$ cat config.mk
export PLATFORM = sky130hd
export DESIGN_NAME = rd_reorder_demux
export DESIGN_NICKNAME = d
export VERILOG_FILES = /design/src/rtl/rdx_pkg.sv /design/src/rtl/rdx_fifo.sv /design/src/rtl/rdx_sel.sv /design/src/rtl/rd_reorder_demux.sv
export SDC_FILE = /design/constraint.sdc
export NUM_CORES = 1
export LEC_CHECK = 0
export CAP_MARGIN = 5
export CELL_PAD_IN_SITES_DETAIL_PLACEMENT = 0
export CELL_PAD_IN_SITES_GLOBAL_PLACEMENT = 1
export CORE_MARGIN = 2
export CORE_UTILIZATION = 51
export DETAILED_ROUTE_END_ITERATION = 16
export GPL_TIMING_DRIVEN = 0
export PLACE_DENSITY_LB_ADDON = 0.1
export SYNTH_ARGS = -nofsm -noshare
export SYNTH_HDL_FRONTEND = slang
export SYNTH_SLANG_ARGS = --single-unit
$ cat constraint.sdc
create_clock -name clk -period 7.3 [get_ports clk]
set_clock_uncertainty 0.2 [all_clocks]
set_input_delay 1.46 -clock clk [delete_from_list [all_inputs] [get_ports clk]]
set_output_delay 1.46 -clock clk [all_outputs]
set_load 0.02 [all_outputs]
$ cat src/rtl/rdx_pkg.sv
package rdx_pkg;

  // Clamp a raw address field to a legal target index.
  function automatic int unsigned pick_target(input int unsigned field, input int unsigned nt);
    return (field >= nt) ? nt - 1 : field;
  endfunction

  // Circular pointer advance for a FIFO of the given depth.
  function automatic int unsigned ring_next(input int unsigned ptr, input int unsigned depth);
    return (ptr == depth - 1) ? 0 : ptr + 1;
  endfunction

endpackage

$ cat src/rtl/rdx_fifo.sv
module rdx_fifo #(
  parameter int W     = 8,
  parameter int DEPTH = 8
) (
  input  logic         clk,
  input  logic         rst_n,
  input  logic         push,
  input  logic [W-1:0] wdata,
  input  logic         pop,
  output logic [W-1:0] rdata,
  output logic         empty,
  output logic         full
);
  import rdx_pkg::*;

  localparam int PW = (DEPTH > 1) ? $clog2(DEPTH) : 1;
  localparam int CW = $clog2(DEPTH + 1);

  logic [W-1:0]  mem [DEPTH];
  logic [PW-1:0] wp, rp;
  logic [CW-1:0] cnt;
  logic          do_push, do_pop;

  assign empty   = (cnt == '0);
  assign full    = (cnt == CW'(DEPTH));
  assign do_push = push & ~full;
  assign do_pop  = pop & ~empty;
  assign rdata   = mem[rp];

  always_ff @(posedge clk) begin
    if (do_push) mem[wp] <= wdata;
  end

  always_ff @(posedge clk or negedge rst_n) begin
    if (!rst_n) begin
      wp  <= '0;
      rp  <= '0;
      cnt <= '0;
    end else begin
      if (do_push) wp <= PW'(ring_next(int'(wp), DEPTH));
      if (do_pop)  rp <= PW'(ring_next(int'(rp), DEPTH));
      if (do_push && !do_pop)      cnt <= cnt + 1'b1;
      else if (do_pop && !do_push) cnt <= cnt - 1'b1;
    end
  end
endmodule

$ cat src/rtl/rdx_sel.sv
module rdx_sel #(
  parameter int NT = 3,
  parameter int IW = 2
) (
  input  logic [IW-1:0] field,
  output logic [IW-1:0] sel
);
  import rdx_pkg::*;
  assign sel = IW'(pick_target(int'(field), NT));
endmodule

$ cat src/rtl/rd_reorder_demux.sv
module rd_reorder_demux #(
  parameter int NT      = 3,
  parameter int AW      = 32,
  parameter int DW      = 32,
  parameter int MW      = 4,
  parameter int SEL_LSB = 28,
  parameter int QDEPTH  = 8
) (
  input  logic             clk,
  input  logic             rst_n,
  input  logic             m_req,
  input  logic [AW-1:0]    m_addr,
  input  logic             m_wren,
  input  logic [DW-1:0]    m_wdata,
  input  logic [MW-1:0]    m_wmask,
  output logic             m_wait,
  output logic             m_rvalid,
  output logic [DW-1:0]    m_rdata,
  output logic [NT-1:0]    t_req,
  output logic [AW-1:0]    t_addr,
  output logic             t_wren,
  output logic [DW-1:0]    t_wdata,
  output logic [MW-1:0]    t_wmask,
  input  logic [NT-1:0]    t_wait,
  input  logic [NT-1:0]    t_rvalid,
  input  logic [NT*DW-1:0] t_rdata
);
  localparam int IW = $clog2(NT);
  localparam int NP = 1 << IW;

  // Named internal events, observed by the bound checker.
  logic [IW-1:0] sel, head;
  logic          blocked, fwd, accept;
  logic          oq_push, oq_pop, oq_full, oq_empty;
  logic          bypass, from_hold;
  logic [NP-1:0] wait_pad, rv_pad;
  logic [NP-1:0] hold_push, hold_pop, hold_full, hold_empty;
  logic [DW-1:0] hold_rdata [NP];
  logic [DW-1:0] rd_pad     [NP];

  rdx_sel #(.NT(NT), .IW(IW)) u_sel (
    .field (m_addr[SEL_LSB +: IW]),
    .sel   (sel)
  );

  // Request forwarding
  assign t_addr   = m_addr;
  assign t_wren   = m_wren;
  assign t_wdata  = m_wdata;
  assign t_wmask  = m_wmask;
  assign wait_pad = NP'(t_wait);
  assign rv_pad   = NP'(t_rvalid);
  assign blocked  = m_req & ~m_wren & oq_full;
  assign fwd      = m_req & ~blocked;
  assign m_wait   = m_req & (blocked | wait_pad[sel]);
  assign accept   = m_req & ~m_wait;
  assign oq_push  = accept & ~m_wren;

  for (genvar i = 0; i < NT; i++) begin : g_req
    assign t_req[i] = fwd & (sel == IW'(i));
  end

  // Issue-order queue of target indices
  rdx_fifo #(.W(IW), .DEPTH(QDEPTH)) u_order (
    .clk   (clk),
    .rst_n (rst_n),
    .push  (oq_push),
    .wdata (sel),
    .pop   (oq_pop),
    .rdata (head),
    .empty (oq_empty),
    .full  (oq_full)
  );

  // Reply selection: parked data first, else direct bypass
  assign from_hold = ~oq_empty & ~hold_empty[head];
  assign bypass    = ~oq_empty &  hold_empty[head] & rv_pad[head];
  assign oq_pop    = from_hold | bypass;
  assign m_rvalid  = oq_pop;
  assign m_rdata   = from_hold ? hold_rdata[head] : rd_pad[head];

  // Per-target parking FIFOs
  for (genvar i = 0; i < NP; i++) begin : g_hold
    if (i < NT) begin : g_real
      assign rd_pad[i]    = t_rdata[i*DW +: DW];
      assign hold_push[i] = rv_pad[i] & ~(bypass & (head == IW'(i)));
      assign hold_pop[i]  = from_hold & (head == IW'(i));
      rdx_fifo #(.W(DW), .DEPTH(QDEPTH)) u_park (
        .clk   (clk),
        .rst_n (rst_n),
        .push  (hold_push[i]),
        .wdata (rd_pad[i]),
        .pop   (hold_pop[i]),
        .rdata (hold_rdata[i]),
        .empty (hold_empty[i]),
        .full  (hold_full[i])
      );
    end else begin : g_pad
      assign rd_pad[i]     = '0;
      assign hold_push[i]  = 1'b0;
      assign hold_pop[i]   = 1'b0;
      assign hold_rdata[i] = '0;
      assign hold_empty[i] = 1'b1;
      assign hold_full[i]  = 1'b0;
    end
  end
endmodule

# Word level (Yosys, flattened, before mapping)
# Memories as Yosys holds them, arrays and structs flattened.
# Index checks and enable logic that the tools add are counted.
[totals]
ram_bits = 784
output_inout_bits = 106
n_memories = 4
wordCells = 163
register_bits = 40
in_bits = 174
[memory_table]
columns = ["name", "depth", "width", "rd", "rd_clocked_by_memory_dff", "write_ports", "line", "source"]
rows = [
  ["g_hold[0].g_real.u_park.mem", 8, 32, 1, 0, 1, "rdx_fifo.sv:19", "logic [W-1:0] mem [DEPTH];"],
  ["g_hold[1].g_real.u_park.mem", 8, 32, 1, 0, 1, "rdx_fifo.sv:19", ""],
  ["g_hold[2].g_real.u_park.mem", 8, 32, 1, 0, 1, "rdx_fifo.sv:19", ""],
  ["u_order.mem", 8, 2, 1, 0, 1, "rdx_fifo.sv:19", ""],
]
[op_classes]
n_reduce_logical = 26
eq_ne = 16
bitwise_logic = 47
n_mux = 38
n_lt_le_gt_ge = 4
n_addsub = 16
[ops]
columns = ["operator", "count"]
rows = [
  ["32-bit 2-to-1 mux", 5],
  ["32-bit binary-select mux with 2-bit select", 2],
  ["4-bit 2-to-1 mux", 8],
  ["1-bit AND", 29],
  ["3-bit by 1-bit adder with 3-bit output, second input constant", 8],
  ["3-bit == test, second input constant", 8],
  ["3-bit 2-to-1 mux", 8],
  ["4-bit by 1-bit adder with 4-bit output, second input constant", 4],
  ["4-bit == test, second input constant", 4],
  ["4-bit logical NOT", 4],
  ["4-bit by 1-bit subtractor with 4-bit output, second input constant", 4],
  ["1-bit inverter", 15],
  ["1-bit 2-to-1 mux", 11],
  ["1-bit logical AND", 8],
  ["1-bit logical NOT", 8],
  ["2-bit nonzero test", 4],
  ["1-bit binary-select mux with 2-bit select", 3],
  ["2-bit by 3-bit less-than comparator with 1-bit output, second input constant", 2],
  ["2-bit by 1-bit == test with 1-bit output, second input constant", 2],
  ["2-bit == test, second input constant", 2],
  ["2-bit logical NOT", 2],
  ["3-bit greater-or-equal comparator, second input constant", 1],
  ["2-bit inverter with 3-bit output", 1],
  ["2-bit greater-or-equal comparator, second input constant", 1],
  ["other kinds (2)", 3],
]

# Logic depth before layout (Yosys ltp)
# Gate-level depths: netlist (run 1).
[depth]
depth_word = 14
ltp_mapped = 15
mapped_depth_nobuf = 13

# Cells and area by module
# From an unflattened synthesis (run 1), not the netlist that was laid out.
[unflattened]
hier_cells = 1678
area_unflattened_um2 = 34558.1
[modules_own_cells]
columns = ["mod", "area_per_inst_um2", "seq_area_each_um2", "cells_each", "instances"]
rows = [
  ["rdx_fifo at g_hold[1].g_real.u_park ...", 10282.4, 7937.6, 434, 2],
  ["rdx_fifo at g_hold[0].g_real.u_park", 10278.6, 7937.6, 434, 1],
  ["rd_reorder_demux", 2402.3, 0.0, 285, 1],
  ["rdx_fifo at u_order", 1302.5, 730.7, 89, 1],
  ["rdx_sel", 10.0, 0.0, 2, 1],
]

# Worst setup path after synthesis (run 1)
# No wires, ideal clock.
[synth_path]
path_kind = "reg2reg"
from = "register u_order.rp[1]"
to = "memory g_hold[1].g_real.u_park.mem[1][0] (netlist bit), enable pin"
t_arrival_ns = 5.240
path_stages_with_launch = 7
setup_slack_ns = 1.346
synth_period_minus_slack_ns = 5.954
setup_ns = 0.513
path_cell_list = "dfrtp_1 -> mux4_2 -> mux2_2 -> a31oi_1 -> o21ai_1 -> clkbuf_1 -> nor4b_1"
[synth_between]
elab_chain_cells = 11
[synth_rtl]
columns = ["element", "line", "source"]
rows = [
  ["start: declaration", "rdx_fifo.sv:20", "logic [PW-1:0] wp, rp;"],
  ["start signal: assignment", "rdx_fifo.sv:41", "if (do_pop) rp <= PW'(ring_next(int'(rp), DEPTH));"],
  ["memory read 8 x 2 bit *", "n/a", ""],
  ["1-bit binary-select mux with 2-bit select", "rd_reorder_demux.sv:77", "assign bypass = ~oq_empty & hold_empty[head] & rv_pad[head];"],
  ["1-bit 2-to-1 mux (implied by the code)", "rd_reorder_demux.sv:77", ""],
  ["1-bit AND (2 in series)", "rd_reorder_demux.sv:77", ""],
  ["1-bit AND *", "rd_reorder_demux.sv:86", "assign hold_push[i] = rv_pad[i] & ~(bypass & (head == IW'(i)));"],
  ["1-bit inverter *", "rd_reorder_demux.sv:86", ""],
  ["1-bit AND *", "rd_reorder_demux.sv:86", ""],
  ["1-bit AND *", "rdx_fifo.sv:26", "assign do_push = push & ~full;"],
  ["1-bit 2-to-1 mux *", "rdx_fifo.sv:31", "if (do_push) mem[wp] <= wdata;"],
  ["1-bit 2-to-1 mux (implied by the code) *", "rdx_fifo.sv:31", ""],
  ["end: declaration", "rdx_fifo.sv:19", ""],
]
# Mark *: on every way between the ends. The rest lies on a longest branch, timed or not. The select of a mux whose other input is x is not followed.

# Worst setup path after layout (run 1)
[layout_path]
from = "register u_order.rp[1]"
to = "output port m_rdata[5]"
[layout_between]
elab_chain_cells = 6
[layout_rtl]
columns = ["element", "line", "source"]
rows = [
  ["memory read 8 x 2 bit *", "n/a", ""],
  ["2-bit inverter with 3-bit output (implied by the code) or 1-bit binary-select mux with 2-bit select (tied branches)", "rd_reorder_demux.sv:80, rd_reorder_demux.sv:76", ""],
  ["32-bit binary-select mux with 2-bit select or 1-bit 2-to-1 mux (tied branches)", "rd_reorder_demux.sv:80, rd_reorder_demux.sv:76", ""],
  ["32-bit 2-to-1 mux (implied by the code) or 1-bit inverter (tied branches)", "rd_reorder_demux.sv:80, rd_reorder_demux.sv:76", ""],
  ["32-bit 2-to-1 mux (implied by the code) or 1-bit AND (tied branches)", "rd_reorder_demux.sv:80, rd_reorder_demux.sv:76", ""],
  ["32-bit 2-to-1 mux *", "rd_reorder_demux.sv:80", "assign m_rdata = from_hold ? hold_rdata[head] : rd_pad[head];"],
  ["end: declaration", "rd_reorder_demux.sv:18", "output logic [DW-1:0] m_rdata,"],
]
# Marked as above.

==> results of run 1 <==
==> stage by stage <==
step,total power [W],hold slack (ns),std cells
2_1_floorplan,0.0109,0.270,1694
3_3_place_gp,0.0136,0.293,2771
3_5_place_dp,0.0139,0.306,2861
4_1_cts,0.0180,0.320,3011
5_1_grt,0.0187,0.337,3014
6_report,0.0179,0.317,3018
==> cell families after synthesis <==
| family | Yosys count | synth area share, % |
|---|---|---|
| fa+ha+maj | 32 | 1.27 |
| simple gates | 165 | 2.31 |
| compound gates | 101 | 2.24 |
| buf+inv | 175 | 2.84 |
| mux | 381 | 18.8 |
| xor+xnor | 16 | 0.412 |
| flops | 824 | 72.1 |
==> flip-flops by register name, indices dropped and copies added (netlist names) <==
register                  count
g_hold.g_real.u_park.mem    768
u_order.mem                  16
g_hold.g_real.u_park.cnt     12
g_hold.g_real.u_park.rp       9
g_hold.g_real.u_park.wp       9
u_order.cnt                   4
u_order.rp                    3
u_order.wp                    3
==> final timing paths <==
| check | endpoint | cells past startpoint | slack [ns] | start |
|---|---|---|---|---|
| min | g_hold[2].g_real.u_park.cnt[3] | 1 | 0.32 | g_hold[2].g_real.u_park.cnt[3] |
| max in group asynchronous | g_hold[2].g_real.u_park.wp[1] | 2 | 5.86 | rst_n |
| max reg2reg | g_hold[2].g_real.u_park.cnt[3] | 14 | 2.77 | u_order.rp[1] |
| min in group asynchronous | g_hold[0].g_real.u_park.rp[2] | 1 | 0.51 | rst_n |
| max | m_rdata[5] | 7 | 0.38 | u_order.rp[1] |
| min reg2reg | g_hold[2].g_real.u_park.cnt[3] | 1 | 0.32 | g_hold[2].g_real.u_park.cnt[3] |
==> layout make-up <==
class | count | share of cell area (%)
plain buffers | 156 | 2.19
clock buffers | 109 | 5.54
multi-input cells | 695 | 21.1
clock inverters | 41 | 0.952
flip-flops and latches | 824 | 59.9
inverters | 19 | 0.174
repair buffers | 304 | 7.48
diodes | 6 | 0.0366
well taps | 864 | 2.64
==> placed cells by master, fill, tap and decap left out, drive strengths merged, types with 2 or more instances in the layout <==
master and n:
edfxtp 784, clkdlybuf4s50 212, mux4 196, buf 193, clkbuf 164, mux2i 101
mux2 84, nand2 83, dfrtp 40, a22oi 33, a32oi 32, clkinv 31
ha 28, nor2 25, inv 21, nor3 18, o21ai 15, xnor2 13
nand2b 11, nor4 10, bufinv 7, diode 6, a21o 5, a31oi 4
nor4b 4, a21oi 4, fa 4, xor2 3, nor2b 2, or3 2
and2 2, nand3b 2, nand4 2, o311ai 2, nand3 2
==> worst max-delay path, delay by kind of cell (launching register included) <==
kind,cells,cell delay [ns]
AO/OA/AOI/OAI,1,0.15
buffers and inverters,3,1.99
multiplexers,3,1.95
flip-flops,1,0.52
==> power by group <==
part	switching [W]	total, W	internal [W]	leakage, nW
Clock	0.00175	0.00418	0.00244	1.30
Sequential	0.000277	0.00626	0.00599	7.59
Combinational	0.00425	0.00747	0.00322	4.85
==> routing by layer <==
metal | wire [um] | track usage, % | vias up
met5 | 41 | 0 | -
met4 | 2040 | 6.99 | 8
met3 | 6270 | 4.10 | 110
met2 | 42400 | 41.1 | 708
met1 | 35200 | 35.5 | 9517
li1 | - | - | 7688
==> Yosys cell counts, drive strengths merged <==
library cell | count | share of area (%)
edfxtp | 784 | 69
mux4 | 196 | 13
buf | 102 | 2.0
mux2i | 101 | 3.0
mux2 | 84 | 2.8
nand2 | 83 | 0.92
clkbuf | 54 | 0.60
dfrtp | 40 | 2.9
a22oi | 33 | 0.73
a32oi | 32 | 0.82
ha | 28 | 1.0
nor2 | 25 | 0.30
inv | 19 | 0.21
nor3 | 18 | 0.28
o21ai | 15 | 0.22
xnor2 | 13 | 0.33
nand2b | 11 | 0.20
nor4 | 10 | 0.25
a21o | 5 | 0.11
a21oi | 4 | 0.059
a31oi | 4 | 0.074
fa | 4 | 0.24
nor4b | 4 | 0.10
xor2 | 3 | 0.077
and2 | 2 | 0.037
nand3 | 2 | 0.029
nand3b | 2 | 0.044
nand4 | 2 | 0.037
nor2b | 2 | 0.037
o311ai | 2 | 0.051
or3 | 2 | 0.037
a211o | 1 | 0.026
a41oi | 1 | 0.026
nand4b | 1 | 0.026
nor3b | 1 | 0.022
o2111ai | 1 | 0.044
o21a | 1 | 0.022
o31a | 1 | 0.026
o41ai | 1 | 0.026
==> results.toml, run 1 <==
[min_path]
hold_path_class = "reg2reg"

[global_route]
track_usage_pct = 25.2
grt_pass1_vias = 18600
grt_max_degree = 35
antenna_found_initial = 7
grt-ovfl-total = 0
grt_pass1_wl_um = 126000

[worst_setup_path]
worstPathRequired_ns = 5.64
cp_slowest_cell = "mux2i_2"
crit_type = "reg2out"
cp-end-kind = "output port"
max_stage_delay_ns = 0.96
path_cells = "mux4_2 > mux2i_2 > clkbuf_1 > clkbuf_1 > a22oi_1 > mux2i_1 > clkdlybuf4s50_1"
start_kind = "flip-flop"
worstPathArrival_ns = 5.26
critPathMostFrequentCell = "clkbuf_1"
path_max_fanout = 10

[clock_tree]
cts_setup_buffers = 0
ctsResizeCount = 0
h-tree-depth = 3
clock_sinks = 824
clkLatencyLatePin_ns = 0.63
cts_tree = "done"
postCtsHoldBufs = 0
clockRootBuffer = "clkbuf_16"
clkSlewWorstSetupHoldPaths_ns = 0.06
cts-buffers-inserted = 84
clock_path_buffers = 3

[placement]
place_area_um2 = 38300
dp_slack_ns = 1.04
place.gp.congestion = 0.810
io_buffers = 213
dp_hpwl_um = 61500

[synth]
syn_area_per_cell_um2 = 20.1
syn-instance-count = 1694
synth_seq_area_share_pct = 72.1
ys_ff_latch = 824
synthDistinctLibCells = 52
yosysWarnings = 0
synthesis.nets = 1900
synth_area_um2 = 34000

[power_and_ir_drop]
p_leak_nw = 13.7
p_per_area_nw_per_um2 = 437
max-vdd-ir-drop_v = 0.000315

[layout]
area_growth_pct = 20.5
finish.utilization_pct = 62.2
multi_input_area_um2 = 8660
regArea_um2 = 24500
finalInstanceArea_um2 = 41000
layout-drive-gt1-share_pct = 27.7
nFillCells = 4640
finalNetCount = 2290

[timing]
hold_viol = 0
setup_viol = 0
min_period_ns = 6.92
maxClockFrequency_mhz = 144
period_share_pct = 94.8
report.final.slew_viol_count = 0
worst_pin_slew_ns = 1.24
setup_ws_ns = 0.379
rsz0062_at_grt = "false"
tns_ns = 0
slew_headroom_pct = 16.0

[floorplan]
num_io_pins = 280
core-area_um2 = 65900
dieArea_um2 = 68800
die_h_um = 262
die_x_um = 262
initial_utilization_pct = 51.7
core.rowCount = 94

[routing]
wl_per_cell_um = 28.5
first_iter_violations = 1713
dr.pass1.iters = 5
wl_um = 85900
num_vias = 18000
drc = 0
drt-vias-per-instance = 5.97
ant_nets = 0

[job]
cap_violations = 0

[run_status]
status = "completed"
No activity file was read; power rests on OpenSTA's default activity.
==> run 2: changes to the inputs <==
- CORE_ASPECT_RATIO: not set -> 0.75
==> run 2 against run 1 <==
Effect of this change: combinational power is essentially flat; largest cell class unchanged; global-route usage shrank 0.14 points; die area is essentially flat.
==> results.toml, run 2 (same netlist as run 1, synthesis figures left out) <==
[run_status]
status = "completed"

[clock_tree]
cts_setup_buffers = 0
clock_path_buffers = 3
cts_tree = "done"
cts-buffers-inserted = 79
clkSlewWorstSetupHoldPaths_ns = 0.06
ctsResizeCount = 0
h-tree-depth = 3
clkLatencyLatePin_ns = 0.62
postCtsHoldBufs = 0
clockRootBuffer = "clkbuf_16"
clock_sinks = 824

[worst_setup_path]
start_kind = "flip-flop"
crit_type = "reg2out"
r2r_slack_ns = 2.91
cp-end-kind = "output port"
setup.worst_path.start = "u_order.rp[1]"
r2r-end = "g_hold[2].g_real.u_park.cnt[3]"
r2r_cells = 14
r2r-start = "u_order.rp[1]"
worstPathRequired_ns = 5.64
worstPathArrival_ns = 5.30
cp-endpoint = "m_rdata[19]"
path_max_fanout = 10

[routing]
num_vias = 17900
ant_nets = 0
first_iter_violations = 2151
drt-vias-per-instance = 5.94
wl_um = 84600
wl_per_cell_um = 28.1
drc = 0
dr.pass1.iters = 5

[floorplan]
dieArea_um2 = 68800
core.rowCount = 81
num_io_pins = 280
die_h_um = 228
die_x_um = 302
initial_utilization_pct = 51.9
core-area_um2 = 65600

[min_path]
hold_path_class = "reg2reg"
min_from = "g_hold[1].g_real.u_park.cnt[2]"

[timing]
setup_viol = 0
min_period_ns = 6.96
rsz0062_at_grt = "false"
tns_ns = 0
setup_ws_ns = 0.344
maxClockFrequency_mhz = 144
slew_headroom_pct = 19.0
period_share_pct = 95.3
report.final.slew_viol_count = 0
hold_viol = 0
worst_pin_slew_ns = 1.22

[power_and_ir_drop]
p_leak_nw = 13.8
p_per_area_nw_per_um2 = 438
max-vdd-ir-drop_v = 0.000471

[layout]
post_layout_nonfiller_instances = 3017
finalNetCount = 2286
layout-drive-gt1-share_pct = 28.3
reg_top3 = "g_hold.g_real.u_park.mem x768, u_order.mem x16, g_hold.g_real.u_park.cnt x12"
regMostFlops = "g_hold.g_real.u_park.mem"
mostFrequentLayoutCells = "edfxtp_1 (784), clkdlybuf4s50_1 (212), mux4_2 (196)"
mostFrequentLayoutCell = "edfxtp_1"
finalInstanceArea_um2 = 41000
regArea_um2 = 24500
largest_reg_flops = 768
area_growth_pct = 20.5
multi_input_area_um2 = 8660
nFillCells = 4563

[global_route]
track_usage_pct = 25.0
grt_pass1_vias = 18100
grt_pass1_wl_um = 123000
antenna_found_initial = 7
grt_max_degree = 24
grt-ovfl-total = 0

[placement]
dp_cells = 2869
dp_hpwl_um = 61600
dp_slack_ns = 1.08
io_buffers = 213
place_area_um2 = 38300
place.gp.congestion = 0.796

[job]
cap_violations = 0
==> run 2: cell count changes in the layout (fill, tap and decap cells not counted), moves of 5 or more <==
cell      delta
diode_2      -5
clkinv_1     -7
clkinv_2     +9
clkbuf_1     -6
buf_6        +7
==> run 2: worst min path at each step <==
stage                                                end  slack [ns]  depth (start not counted)
after floorplan           g_hold[1].g_real.u_park.cnt[2]        0.27                          2
after global placement    g_hold[2].g_real.u_park.cnt[2]        0.29                          2
after detailed placement  g_hold[1].g_real.u_park.cnt[2]        0.30                          2
after CTS                 g_hold[1].g_real.u_park.cnt[2]        0.32                          2
after global routing                      u_order.cnt[3]        0.35                          1
final                     g_hold[1].g_real.u_park.cnt[2]        0.31                          2
==> run 2: per-stage QoR <==
stage	power (W)	utilization, %	hold slack [ns]
floorplan	0.0109	-	0.270
global placement	0.0136	56.8	0.288
detailed placement	0.0138	58.5	0.301
CTS	0.0180	62.5	0.316
global route	0.0187	62.5	0.346
finish	0.0179	62.5	0.308
==> run 2: layout make-up <==
| class | instances | area share, % |
|---|---|---|
| Inverter | 19 | 0.174 |
| Antenna cell | 1 | 0.00610 |
| Tap cell | 871 | 2.66 |
| Clock buffer | 98 | 5.20 |
| Multi-Input combinational cell | 695 | 21.1 |
| Sequential cell | 824 | 59.9 |
| Buffer | 156 | 2.18 |
| Timing Repair Buffer | 305 | 7.54 |
| Clock inverter | 48 | 1.27 |
==> run 2: power by group <==
| part | internal (W) | switching [W] |
|---|---|---|
| Combinational | 0.00322 | 0.00426 |
| Clock | 0.00247 | 0.00174 |
| Sequential | 0.00599 | 0.000272 |
| Total | 0.0117 | 0.00627 |
==> run 2: critical path: stages, from the launching register on <==
cell and delay [ns]:
dfrtp_1 0.49, mux4_2 0.58, mux2i_2 0.84, clkbuf_1 0.72, clkbuf_1 0.59, a22oi_1 0.16
mux2i_1 0.54, clkdlybuf4s50_1 0.73
==> run 2: metal layers <==
metal / share of wire (%) / global-route usage [%]
met2: 47 / 38.8
met5: 0.098 / 0
met4: 1.7 / 5.00
met1: 43 / 37.4
met3: 8.2 / 5.23
==> run 3: changes to the inputs <==
==> constraint.sdc (replaced) <==
create_clock -name clk -period 7.3 [get_ports clk]
set_clock_uncertainty 0.2 [all_clocks]
set_input_delay 1.095 -clock clk [delete_from_list [all_inputs] [get_ports clk]]
set_output_delay 1.095 -clock clk [all_outputs]
set_load 0.02 [all_outputs]
==> results of run 3 <==
The final DEF is identical to that of run 2. Status: completed.
Among the figures that moved: setup slack after placement 1.08 ns -> 1.44 ns; setup slack after layout 0.344 ns -> 0.709 ns; hold slack 0.308 ns -> 0.279 ns
